===== src/rtl/atu_pkg.sv =====
package atu_pkg;
  typedef enum logic [1:0] {
    SZ_BYTE = 2'b00,
    SZ_HALF = 2'b01,
    SZ_WORD = 2'b10,
    SZ_WIDE = 2'b11
  } acc_size_e;

  localparam logic       PRIV_FLAG      = 1'b1;
  localparam logic [4:0] ALIGN_CODE     = 5'h04;
  localparam logic [7:0] CAUSE_MISALIGN = {2'b00, PRIV_FLAG, ALIGN_CODE};
endpackage


===== src/rtl/atu_align_chk.sv =====
module atu_align_chk #(
  parameter int AW = 32
) (
  input  logic          valid,
  input  logic [AW-1:0] addr,
  input  logic [1:0]    size,
  output logic          misal
);
  import atu_pkg::*;

  acc_size_e sz;
  logic      off_bad;

  always_comb begin
    sz = acc_size_e'(size);
    unique case (sz)
      SZ_BYTE:          off_bad = 1'b0;
      SZ_HALF:          off_bad = addr[0];
      SZ_WORD, SZ_WIDE: off_bad = addr[1] | addr[0];
      default:          off_bad = 1'b0;
    endcase
    misal = valid & off_bad;
  end
endmodule


===== src/rtl/atu_fault_sel.sv =====
module atu_fault_sel #(
  parameter int AW = 32,
  parameter int PW = 32,
  parameter int NP = 2
) (
  input  logic [NP-1:0]    misal,
  input  logic [NP*AW-1:0] addr_flat,
  input  logic [NP*PW-1:0] pc_flat,
  output logic             any_fault,
  output logic [AW-1:0]    sel_addr,
  output logic [PW-1:0]    sel_pc
);
  // Lowest-numbered faulting lane wins: scan from the top down.
  always_comb begin
    any_fault = |misal;
    sel_addr  = '0;
    sel_pc    = '0;
    for (int i = NP-1; i >= 0; i--) begin
      if (misal[i]) begin
        sel_addr = addr_flat[i*AW +: AW];
        sel_pc   = pc_flat[i*PW +: PW];
      end
    end
  end
endmodule


===== src/rtl/atu_trap_regs.sv =====
module atu_trap_regs #(
  parameter int AW = 32,
  parameter int PW = 32
) (
  input  logic          clk,
  input  logic          rst,
  input  logic          fault,
  input  logic [AW-1:0] f_addr,
  input  logic [PW-1:0] f_pc,
  input  logic          sw_wr,
  input  logic [AW-1:0] sw_data,
  output logic          trap_q,
  output logic [7:0]    cause_q,
  output logic [AW-1:0] addr_q,
  output logic [PW-1:0] pc_q
);
  import atu_pkg::*;

  always_ff @(posedge clk) begin
    if (rst) begin
      trap_q  <= 1'b0;
      cause_q <= '0;
      addr_q  <= '0;
      pc_q    <= '0;
    end else begin
      trap_q <= fault;
      if (fault) begin
        cause_q <= CAUSE_MISALIGN;
        addr_q  <= f_addr;
        pc_q    <= f_pc;
      end else if (sw_wr) begin
        addr_q  <= sw_data;
      end
    end
  end

  // a software write alone lands on the next edge
  p_sw_write_r12: assert property (@(posedge clk) disable iff (rst)
    (sw_wr && !fault) |=> (addr_q == $past(sw_data)));
endmodule


===== src/rtl/atu_trap_unit.sv =====
module atu_trap_unit #(
  parameter int AW = 32,
  parameter int PW = 32
) (
  input  logic          clk,
  input  logic          rst,
  input  logic          a0_valid,
  input  logic [AW-1:0] a0_addr,
  input  logic [1:0]    a0_size,
  input  logic          a0_store,
  input  logic [PW-1:0] a0_pc,
  input  logic          a1_valid,
  input  logic [AW-1:0] a1_addr,
  input  logic [1:0]    a1_size,
  input  logic          a1_store,
  input  logic [PW-1:0] a1_pc,
  input  logic          fa_wr,
  input  logic [AW-1:0] fa_wdata,
  output logic          a0_wr_en,
  output logic          a0_rd_en,
  output logic          a1_wr_en,
  output logic          a1_rd_en,
  output logic          trap_req,
  output logic [7:0]    cause,
  output logic [AW-1:0] fault_addr,
  output logic [PW-1:0] ret_pc
);
  import atu_pkg::*;

  localparam int NP = 2;

  logic [NP-1:0]    v_vec, st_vec, misal, wr_vec, rd_vec;
  logic [NP*2-1:0]  sz_flat;
  logic [NP*AW-1:0] addr_flat;
  logic [NP*PW-1:0] pc_flat;
  logic             any_fault;
  logic [AW-1:0]    sel_addr;
  logic [PW-1:0]    sel_pc;

  assign v_vec     = {a1_valid, a0_valid};
  assign st_vec    = {a1_store, a0_store};
  assign sz_flat   = {a1_size, a0_size};
  assign addr_flat = {a1_addr, a0_addr};
  assign pc_flat   = {a1_pc, a0_pc};

  for (genvar g = 0; g < NP; g++) begin : g_lane
    atu_align_chk #(.AW(AW)) u_chk (
      .valid (v_vec[g]),
      .addr  (addr_flat[g*AW +: AW]),
      .size  (sz_flat[g*2 +: 2]),
      .misal (misal[g])
    );
    // A fault on either lane cancels the whole instruction.
    assign wr_vec[g] = v_vec[g] & ~any_fault &  st_vec[g];
    assign rd_vec[g] = v_vec[g] & ~any_fault & ~st_vec[g];
  end

  atu_fault_sel #(.AW(AW), .PW(PW), .NP(NP)) u_sel (
    .misal     (misal),
    .addr_flat (addr_flat),
    .pc_flat   (pc_flat),
    .any_fault (any_fault),
    .sel_addr  (sel_addr),
    .sel_pc    (sel_pc)
  );

  atu_trap_regs #(.AW(AW), .PW(PW)) u_regs (
    .clk     (clk),
    .rst     (rst),
    .fault   (any_fault),
    .f_addr  (sel_addr),
    .f_pc    (sel_pc),
    .sw_wr   (fa_wr),
    .sw_data (fa_wdata),
    .trap_q  (trap_req),
    .cause_q (cause),
    .addr_q  (fault_addr),
    .pc_q    (ret_pc)
  );

  assign a0_wr_en = wr_vec[0];
  assign a0_rd_en = rd_vec[0];
  assign a1_wr_en = wr_vec[1];
  assign a1_rd_en = rd_vec[1];

  // Port-level reference classification used by the checks below
  logic m0_ref, m1_ref, any_ref;
  assign m0_ref  = a0_valid && ((a0_size == 2'b01 && a0_addr[0]) ||
                                (a0_size[1] && a0_addr[1:0] != 2'b00));
  assign m1_ref  = a1_valid && ((a1_size == 2'b01 && a1_addr[0]) ||
                                (a1_size[1] && a1_addr[1:0] != 2'b00));
  assign any_ref = m0_ref || m1_ref;

  p_suppress_r9: assert property (@(posedge clk) disable iff (rst)
    any_ref |-> !(a0_wr_en || a0_rd_en || a1_wr_en || a1_rd_en));

  p_cause_r6: assert property (@(posedge clk) disable iff (rst)
    any_ref |=> (trap_req && cause == CAUSE_MISALIGN));

  p_addr_r7: assert property (@(posedge clk) disable iff (rst)
    any_ref |=> (fault_addr == $past(m0_ref ? a0_addr : a1_addr)));

  p_pc_r8: assert property (@(posedge clk) disable iff (rst)
    any_ref |=> (ret_pc == $past(m0_ref ? a0_pc : a1_pc)));

  p_byte_r3: assert property (@(posedge clk) disable iff (rst)
    (a0_valid && a0_size == 2'b00 && !a1_valid) |=> !trap_req);

  p_pulse_r11: assert property (@(posedge clk) disable iff (rst)
    !any_ref |=> !trap_req);

  p_hold_r13: assert property (@(posedge clk) disable iff (rst)
    (!any_ref && !fa_wr) |=> ($stable(fault_addr) && $stable(ret_pc) && $stable(cause)));

  p_reset_r13: assert property (@(posedge clk)
    rst |=> (!trap_req && cause == 8'h00 && fault_addr == '0 && ret_pc == '0));
endmodule


===== config.mk =====
export PLATFORM = sky130hd
export DESIGN_NAME = atu_trap_unit
export DESIGN_NICKNAME = d
export VERILOG_FILES = /design/src/rtl/atu_pkg.sv /design/src/rtl/atu_align_chk.sv /design/src/rtl/atu_fault_sel.sv /design/src/rtl/atu_trap_regs.sv /design/src/rtl/atu_trap_unit.sv
export SDC_FILE = /design/constraint.sdc
export NUM_CORES = 1
export LEC_CHECK = 0
export CAP_MARGIN = 20
export CORE_MARGIN = 10
export CORE_UTILIZATION = 38
export DETAILED_ROUTE_END_ITERATION = 6
export PLACE_DENSITY_LB_ADDON = 0.2
export SYNTH_ARGS = -nofsm -noshare
export SYNTH_HDL_FRONTEND = slang
export SYNTH_SLANG_ARGS = --single-unit

===== constraint.sdc =====
create_clock -name clk -period 4.31 [get_ports clk]
set_clock_uncertainty 0.1 [all_clocks]
set_input_delay 0.862 -clock clk [delete_from_list [all_inputs] [get_ports clk]]
set_output_delay 0.862 -clock clk [all_outputs]
set_load 0.1 [all_outputs]

==> impl_results.md, run 1 <==
- Worst-margin pin slew: around 1.1 ns
- Hold slack: around 0.38 ns
- Worst-path cell chain: clkdlybuf4s50_1 -> o211ai_1 -> buf_4 -> nand2_2 -> nor2_1 -> and3_1 -> buf_12
- H-tree Lvls: 3
- WS Path Type: in -> out
- Core Box Area: roughly 8800 µm²
- Period minus WS final: between 3 and 4 ns
- RSZ-0062 raised after global routing: false
- Final hold vios: 0
- Routability congestion estimate: roughly 0.87
- Layout area overhead: 74.25%
- Synth area leader: dfxtp_1
- Pwr dens: ~370 nW/µm²
- Via Count: between 4000 and 5000
- Hold buffer count at cts: 0
- Clock root buffer: clkbuf_8
- Crit path DAT: 2.84 ns
- Nets: 818
- Port Buffer Count: 241
- Largest net degree at the start of global routing: 95
- # IOs: between 200 and 250
- Tot GR Track Use: 0.2188
- Synth Register Bits: 66
- Period utilization: 0.8815
- Antenna Violating Nets Remaining: 0
- CTS clock-pin slew for the worst setup and hold paths: about 0.070 ns
- Post-detail-place hpwl: 11520 µm
- Main flop type after synthesis: dfxtp_1
- DRC: 0
- Post-synth EDFFs: 0
- Average size of a mapped cell: between 7 and 8 µm²
- Mapped Area: about 3500 µm²
- Multi-input gate area in the final layout: 1897 µm²
- Fillers: 730
- Initial DRC count: 280
- Register area share after synthesis: 0.3797
- Top post-synthesis cells by area: dfxtp_1 (38%), nand2_1 (11%), a311oi_1 (8.1%)
- Mapped Cells: ~440
- # setup viols final: 0
- Starting density of the core: 0.3951
- Synth Warn #: 0
- Synth top area share: 0.3797
- Pre-CTS setup slack: 0.5045 ns
- Crit-path max cell delay: approximately 0.54 ns
- Worst Path Max Fanout: 6
- Async S/R FF share, synth: 0
- Fmax: ~260 MHz
- Detailed Routing Iterations Pass 1: 4
- Worst EP required: ~3.4 ns
- Final Core Density: 0.6885
- Status: completed
- Total gr overflow: 0
- Vias in the first global route: approximately 4400
- First-pass GRT wire length: 23460 µm
- Setup crit end kind: output pin
- Die ar.: roughly 13000 µm²
- Later-pin clock latency in the skew report: 0.32 ns
- Via density: between 5 and 6
- Sequential cell area: between 1000 and 1500 µm²
- # Post-CTS Setup Buffers: 0
- Die Ht: between 100 and 150 µm
- Netlist cell types: 30
- Post-CTS resize count: 0
- Max VDD drop: ~140 µV
- # rows: 34
- Type of origin of the critical path: primary input
- Max-slew violation count: 0
- Routed WL: around 15000 µm
- Worst-case clock buffer depth: 2
- Routed wire length per instance: between 20 and 25 µm
- Maximum Capacitance Violations: 0
- CTS Buf Count: 9
- Die Width: between 100 and 150 µm
- Fraction of layout cells with a size suffix above 1: 0.04916
- Synth top cells by count: nand2_1 (99), dfxtp_1 (66), nor2_1 (37)
- Slew headroom: 0.2837
- Final WS setup: about 0.5 ns
- Clock tree sinks: 66
- Initial antenna violation count: 1
- Pleak: 2.165 nW
- Worst min path class: reg -> reg
- Slowest CP cell: clkdlybuf4s50_1
- CTS tree: done
- Count leader, synth: nand2_1
-- power breakdown --
group	internal, mW	total, mW	switching (mW)
sequential	0.672	0.702	0.0300
combinational	0.323	1.03	0.706
clock	0.279	0.506	0.228
total	1.27	2.24	0.964
-- cell families after synthesis --
family / share of synthesized area
AOI/OAI and AO/OA: 0.2949
buffers and inverters: 0.08378
DFF: 0.3797
other: 0.001078
and+or+nand+nor: 0.2406
-- routing by layer --
| layer | part of all wire | global-route usage | routed length, µm |
|---|---|---|---|
| met2 | 0.50 | 0.3894 | 7791 |
| met4 | 0.037 | 0.1084 | 569 |
| met3 | 0.088 | 0.07752 | 1367 |
| met1 | 0.37 | 0.2241 | 5762 |
| met5 | 0 | 0 | 0 |
-- area by class of cell --
type                    count  share of cell area
diodes                      1           0.0004127
clock buffers              12             0.02394
clock inverters             3            0.006603
inverters                   2            0.001238
multi-input cells         318              0.3128
flip-flops and latches     66              0.2179
well taps                 108             0.02229
repair buffers            250              0.4148
-- critical path: cells and delay by family --
kind	cells	cell delay, ns
AO/OA/AOI/OAI	1	0.35
buffers and inverters	3	0.94
AND/OR/NAND/NOR	3	0.69
-- layout by cell type (no fill, tap or decap), drive strengths merged --
master / n
nand2: 99
inv: 2
clkdlybuf4s50: 236
o2bb2ai: 1
nor2: 37
clkbuf: 12
clkinv: 2
and2: 1
o211a: 1
a31oi: 1
a221oi: 1
a2111oi: 1
o22ai: 1
o41ai: 30
a211oi: 1
nor2b: 1
or3: 1
and3: 3
a311oi: 32
o21a: 2
bufinv: 1
conb: 6
a21oi: 33
o211ai: 32
dfxtp: 66
or2: 1
nand3: 1
diode: 1
nand4b: 30
nor3b: 2
buf: 14
-- stage by stage --
step | power, mW | instance area (µm²) | std cells | setup TNS, ns
6_report | 2.238 | 6063 | 760 | 0
3_5_place_dp | 1.744 | 5876 | 744 | 0
2_1_floorplan | 1.405 | 3498 | 444 | -0.8621
4_1_cts | 2.247 | 6061 | 759 | 0
5_1_grt | 2.323 | 6063 | 760 | 0
3_3_place_gp | 1.730 | 5876 | 744 | 0
-- flip-flops by register name, summed over array words and instances (netlist names) --
register,count
u_regs.addr_q,32
u_regs.cause_q,1
u_regs.pc_q,32
u_regs.trap_q,1
-- final timing paths --
| kind | slack (ns) | to | startpoint | cells after the start |
|---|---|---|---|---|
| worst max-delay path | 0.51 | a0_wr_en | a1_addr[0] | 7 |
| worst min-delay path | 0.38 | u_regs.pc_q[23]$_SDFFE_PP0P_ | u_regs.pc_q[23]$_SDFFE_PP0P_ | 2 |
| worst max register to register | 3.24 | u_regs.addr_q[0]$_SDFFE_PP0P_ | u_regs.addr_q[0]$_SDFFE_PP0P_ | 3 |
| worst min register to register | 0.38 | u_regs.pc_q[23]$_SDFFE_PP0P_ | u_regs.pc_q[23]$_SDFFE_PP0P_ | 2 |
Note: power is estimated with default switching activity, not from simulation.
==> inputs of run 2 (changes only) <==
Settings changed: ABC_AREA from default to 1, CORE_UTILIZATION 38 to 39.
==> impl_results.md, run 2 <==
- Status: completed
- Average size of a mapped cell: 6.134 µm² (-23%)
- Nets: 983 (+20%)
- Maximum Capacitance Violations: 0 (unchanged)
- Die Ht: 116.7 µm (+0.83%)
- Layout area overhead: 71.57%
- Via Count: 4531 (+5.9%)
- Synth Register Bits: 66 (unchanged)
- Cell Count, Final, Fillers Out: 929 (+22%)
- Synth Warn #: 0 (unchanged)
- # setup viols final: 0 (unchanged)
- Wl on met1: 5291 µm (-8.2%)
- Cell mode on critical path: nand2_4
- Later-pin clock latency in the skew report: 0.33 ns (about the same)
- Fmax: 296.9 MHz (+13%)
- Multiplexer area fraction after synthesis: 0 (unchanged)
- # rows: 35 (+2.9%)
- Period minus WS final: 3.368 ns (-0.4318 ns)
- Biggest regs: u_regs.addr_q: 32 flops, u_regs.pc_q: 32 flops
- Period utilization: 0.7813 (-0.1002)
- Buf/Inv on CP: 2 (-1)
- CTS clock-pin slew for the worst setup and hold paths: 0.07 ns (about the same)
- Fillers: 773 (+5.9%)
- Worst Path Max Fanout: 7 (+1)
- CTS Buf Count: 9 (unchanged)
- Post-detail-place hpwl: 11430 µm (-0.79%)
- Netlist cell types: 25 (-17%)
- Max VDD drop: 155.4 µV (+8.6%)
- Tot Pwr: 2.254 mW (+0.73%)
- Synth top cells by count: nand2_1 (228), nand3_1 (98), dfxtp_1 (66)
- RSZ-0062 raised after global routing: false
- Post-synth EDFFs: 0 (unchanged)
- First-pass GRT wire length: 22410 µm (-4.5%)
- Max-slew violation count: 0 (unchanged)
- DRC: 0 (unchanged)
- Routed WL: 15070 µm (-2.7%)
- Top post-synthesis cells by area: dfxtp_1 (36%), nand2_1 (23%), nand3_1 (13%)
- Synth area leader: dfxtp_1
- Met2 wire len: 7538 µm (-3.2%)
- Clock root buffer: clkbuf_8
- Via density: 4.877 (-13%)
- Detailed Routing Iterations Pass 1: 4 (unchanged)
- Clock tree sinks: 66 (unchanged)
- Routability congestion estimate: 0.9056 (+3.7%)
- Vias in the first global route: 4429 (+0.045%)
- Worst-path cell chain: clkdlybuf4s50_1 -> nor2_2 -> nor2_4 -> nand2_4 -> nand2_4 -> nor3b_1 -> buf_12
- Die ar.: 13610 µm² (+1.7%)
- Worst EP required: 3.35 ns (about the same)
- Main combinational cell family by area after synthesis: simple AND/OR/NAND/NOR gates
- Adder-cell share of the synthesized area: 0 (unchanged)
- Post-Synth Simple-Gate Area: 0.4663 (+0.2258)
- Commonest non-fill, non-tap cells in the layout: clkdlybuf4s50_1 (237), nand2_1 (228), nand3_1 (98), dfxtp_1 (66), nor2_1 (63)
- Commonest non-fill, non-tap cell in the layout: clkdlybuf4s50_1
- Worst-case clock buffer depth: 2 (unchanged)
- Setup crit end kind: output pin
- Crit-path max cell delay: 0.47 ns (-0.07 ns)
- Async S/R FF share, synth: 0 (unchanged)
- DP Cell Count: 911 (+22%)
- Mapped Cells: 594 (+35%)
- Starting density of the core: 0.3981 (+0.002945)
- Antenna Violating Nets Remaining: 0 (unchanged)
- Port Buffer Count: 241 (unchanged)
- Pwr dens: 360.6 nW/µm² (-2.3%)
- Routed wire length per instance: 16.23 µm (-20%)
- Initial DRC count: 374 (+34%)
- Total gr overflow: 0 (unchanged)
- H-tree Lvls: 3 (unchanged)
- Main flop type after synthesis: dfxtp_1
- Largest net degree at the start of global routing: 65 (-32%)
- Fraction of layout cells with a size suffix above 1: 0.03922 (-0.009939)
- Sequential cell area: 1321 µm² (unchanged)
- WS Path Type: in -> out
- Count leader, synth: nand2_1
- Final hold vios: 0 (unchanged)
- Post-CTS resize count: 0 (unchanged)
- Crit path DAT: 2.41 ns (-0.43 ns)
- Type of origin of the critical path: primary input
- # IOs: 248 (unchanged)
- Max layer used: met4
- Setup TNS: 0 ns (unchanged)
- Register area share after synthesis: 0.3626 (-0.01708)
- # Post-CTS Setup Buffers: 0 (unchanged)
- Tot GR Track Use: 0.2097 (-0.009093)
- Worst-margin pin slew: 1.072 ns (+0.001079 ns)
- CTS tree: done
- WL met3: 1623 µm (+19%)
- Worst min path class: reg -> reg
- Synth top area share: 0.3626 (-0.01708)
- Slowest CP cell: clkdlybuf4s50_1
- Mapped Area: 3643 µm² (+4.7%)
- Compound-Gate Fraction of Synth Area: 0.04396 (-0.2509)
- Family with the most delay on the worst path: simple AND/OR/NAND/NOR gates
- XOR/XNOR share of the synthesized area: 0 (unchanged)
- Hold buffer count at cts: 0 (unchanged)
- Initial antenna violation count: 1 (unchanged)
- Die Width: 116.7 µm (+0.83%)
- Core Box Area: 9153 µm² (+3.9%)
- Multi-input gate area in the final layout: 1882 µm² (-0.79%)
- Pleak: 2.978 nW (+38%)
- Slew headroom: 0.2830 (-0.0007220)
## run 2: power by group
| part | total, mW | internal, mW | switching [mW] |
|---|---|---|---|
| sequential | 0.691 | 0.665 | 0.0264 |
| clock | 0.589 | 0.355 | 0.233 |
| combinational | 0.974 | 0.307 | 0.667 |
## run 2: final timing paths
kind                                  startpoint                             end  slack (ns)  cells past startpoint
hold reg to reg   u_regs.addr_q[26]$_SDFFE_PP0P_  u_regs.addr_q[26]$_SDFFE_PP0P_        0.42                      2
hold / removal    u_regs.addr_q[26]$_SDFFE_PP0P_  u_regs.addr_q[26]$_SDFFE_PP0P_        0.42                      2
setup / recovery                      a0_size[1]                        a1_wr_en        0.94                      7
setup reg to reg   u_regs.addr_q[1]$_SDFFE_PP0P_   u_regs.addr_q[1]$_SDFFE_PP0P_        3.41                      4
## run 2: area by class of cell
class | instances | area share
antenna | 2 | 0.0008006
clock inverter | 2 | 0.009608
inverter | 48 | 0.02922
sequential | 66 | 0.2114
multi-input combinational | 441 | 0.3010
tap | 111 | 0.02222
timing repair buffer | 246 | 0.4003
clock buffer | 13 | 0.02542
## run 2: through the flow
step	util	hold WS (ns)	area (µm²)	setup slack, ns
2_1_floorplan	-	0.8229	3662	-0.09413
3_3_place_gp	0.6563	0.3913	6007	1.000
3_5_place_dp	0.6563	0.4065	6007	0.9424
4_1_cts	0.6802	0.4236	6226	0.9414
5_1_grt	0.6827	0.4564	6248	0.8921
6_report	0.6830	0.4191	6251	0.9424
## run 2: tightest hold or removal path: stages, from the launching register on
cell and delay (ns):
dfxtp_1 0.33, o21ai_1 0.07, nor2_1 0.09
## run 2: layer usage
metal | GRT usage | vias up
li1 | - | 2271
met1 | 0.2153 | 2023
met2 | 0.3643 | 203
met3 | 0.08218 | 34
met4 | 0.1054 | 0
met5 | 0 | -
## run 2: kinds of logic after synthesis
logic type | count (synthesis)
simple gates | 403
buf+inv | 92
flops | 66
compound gates | 32
other cells | 1
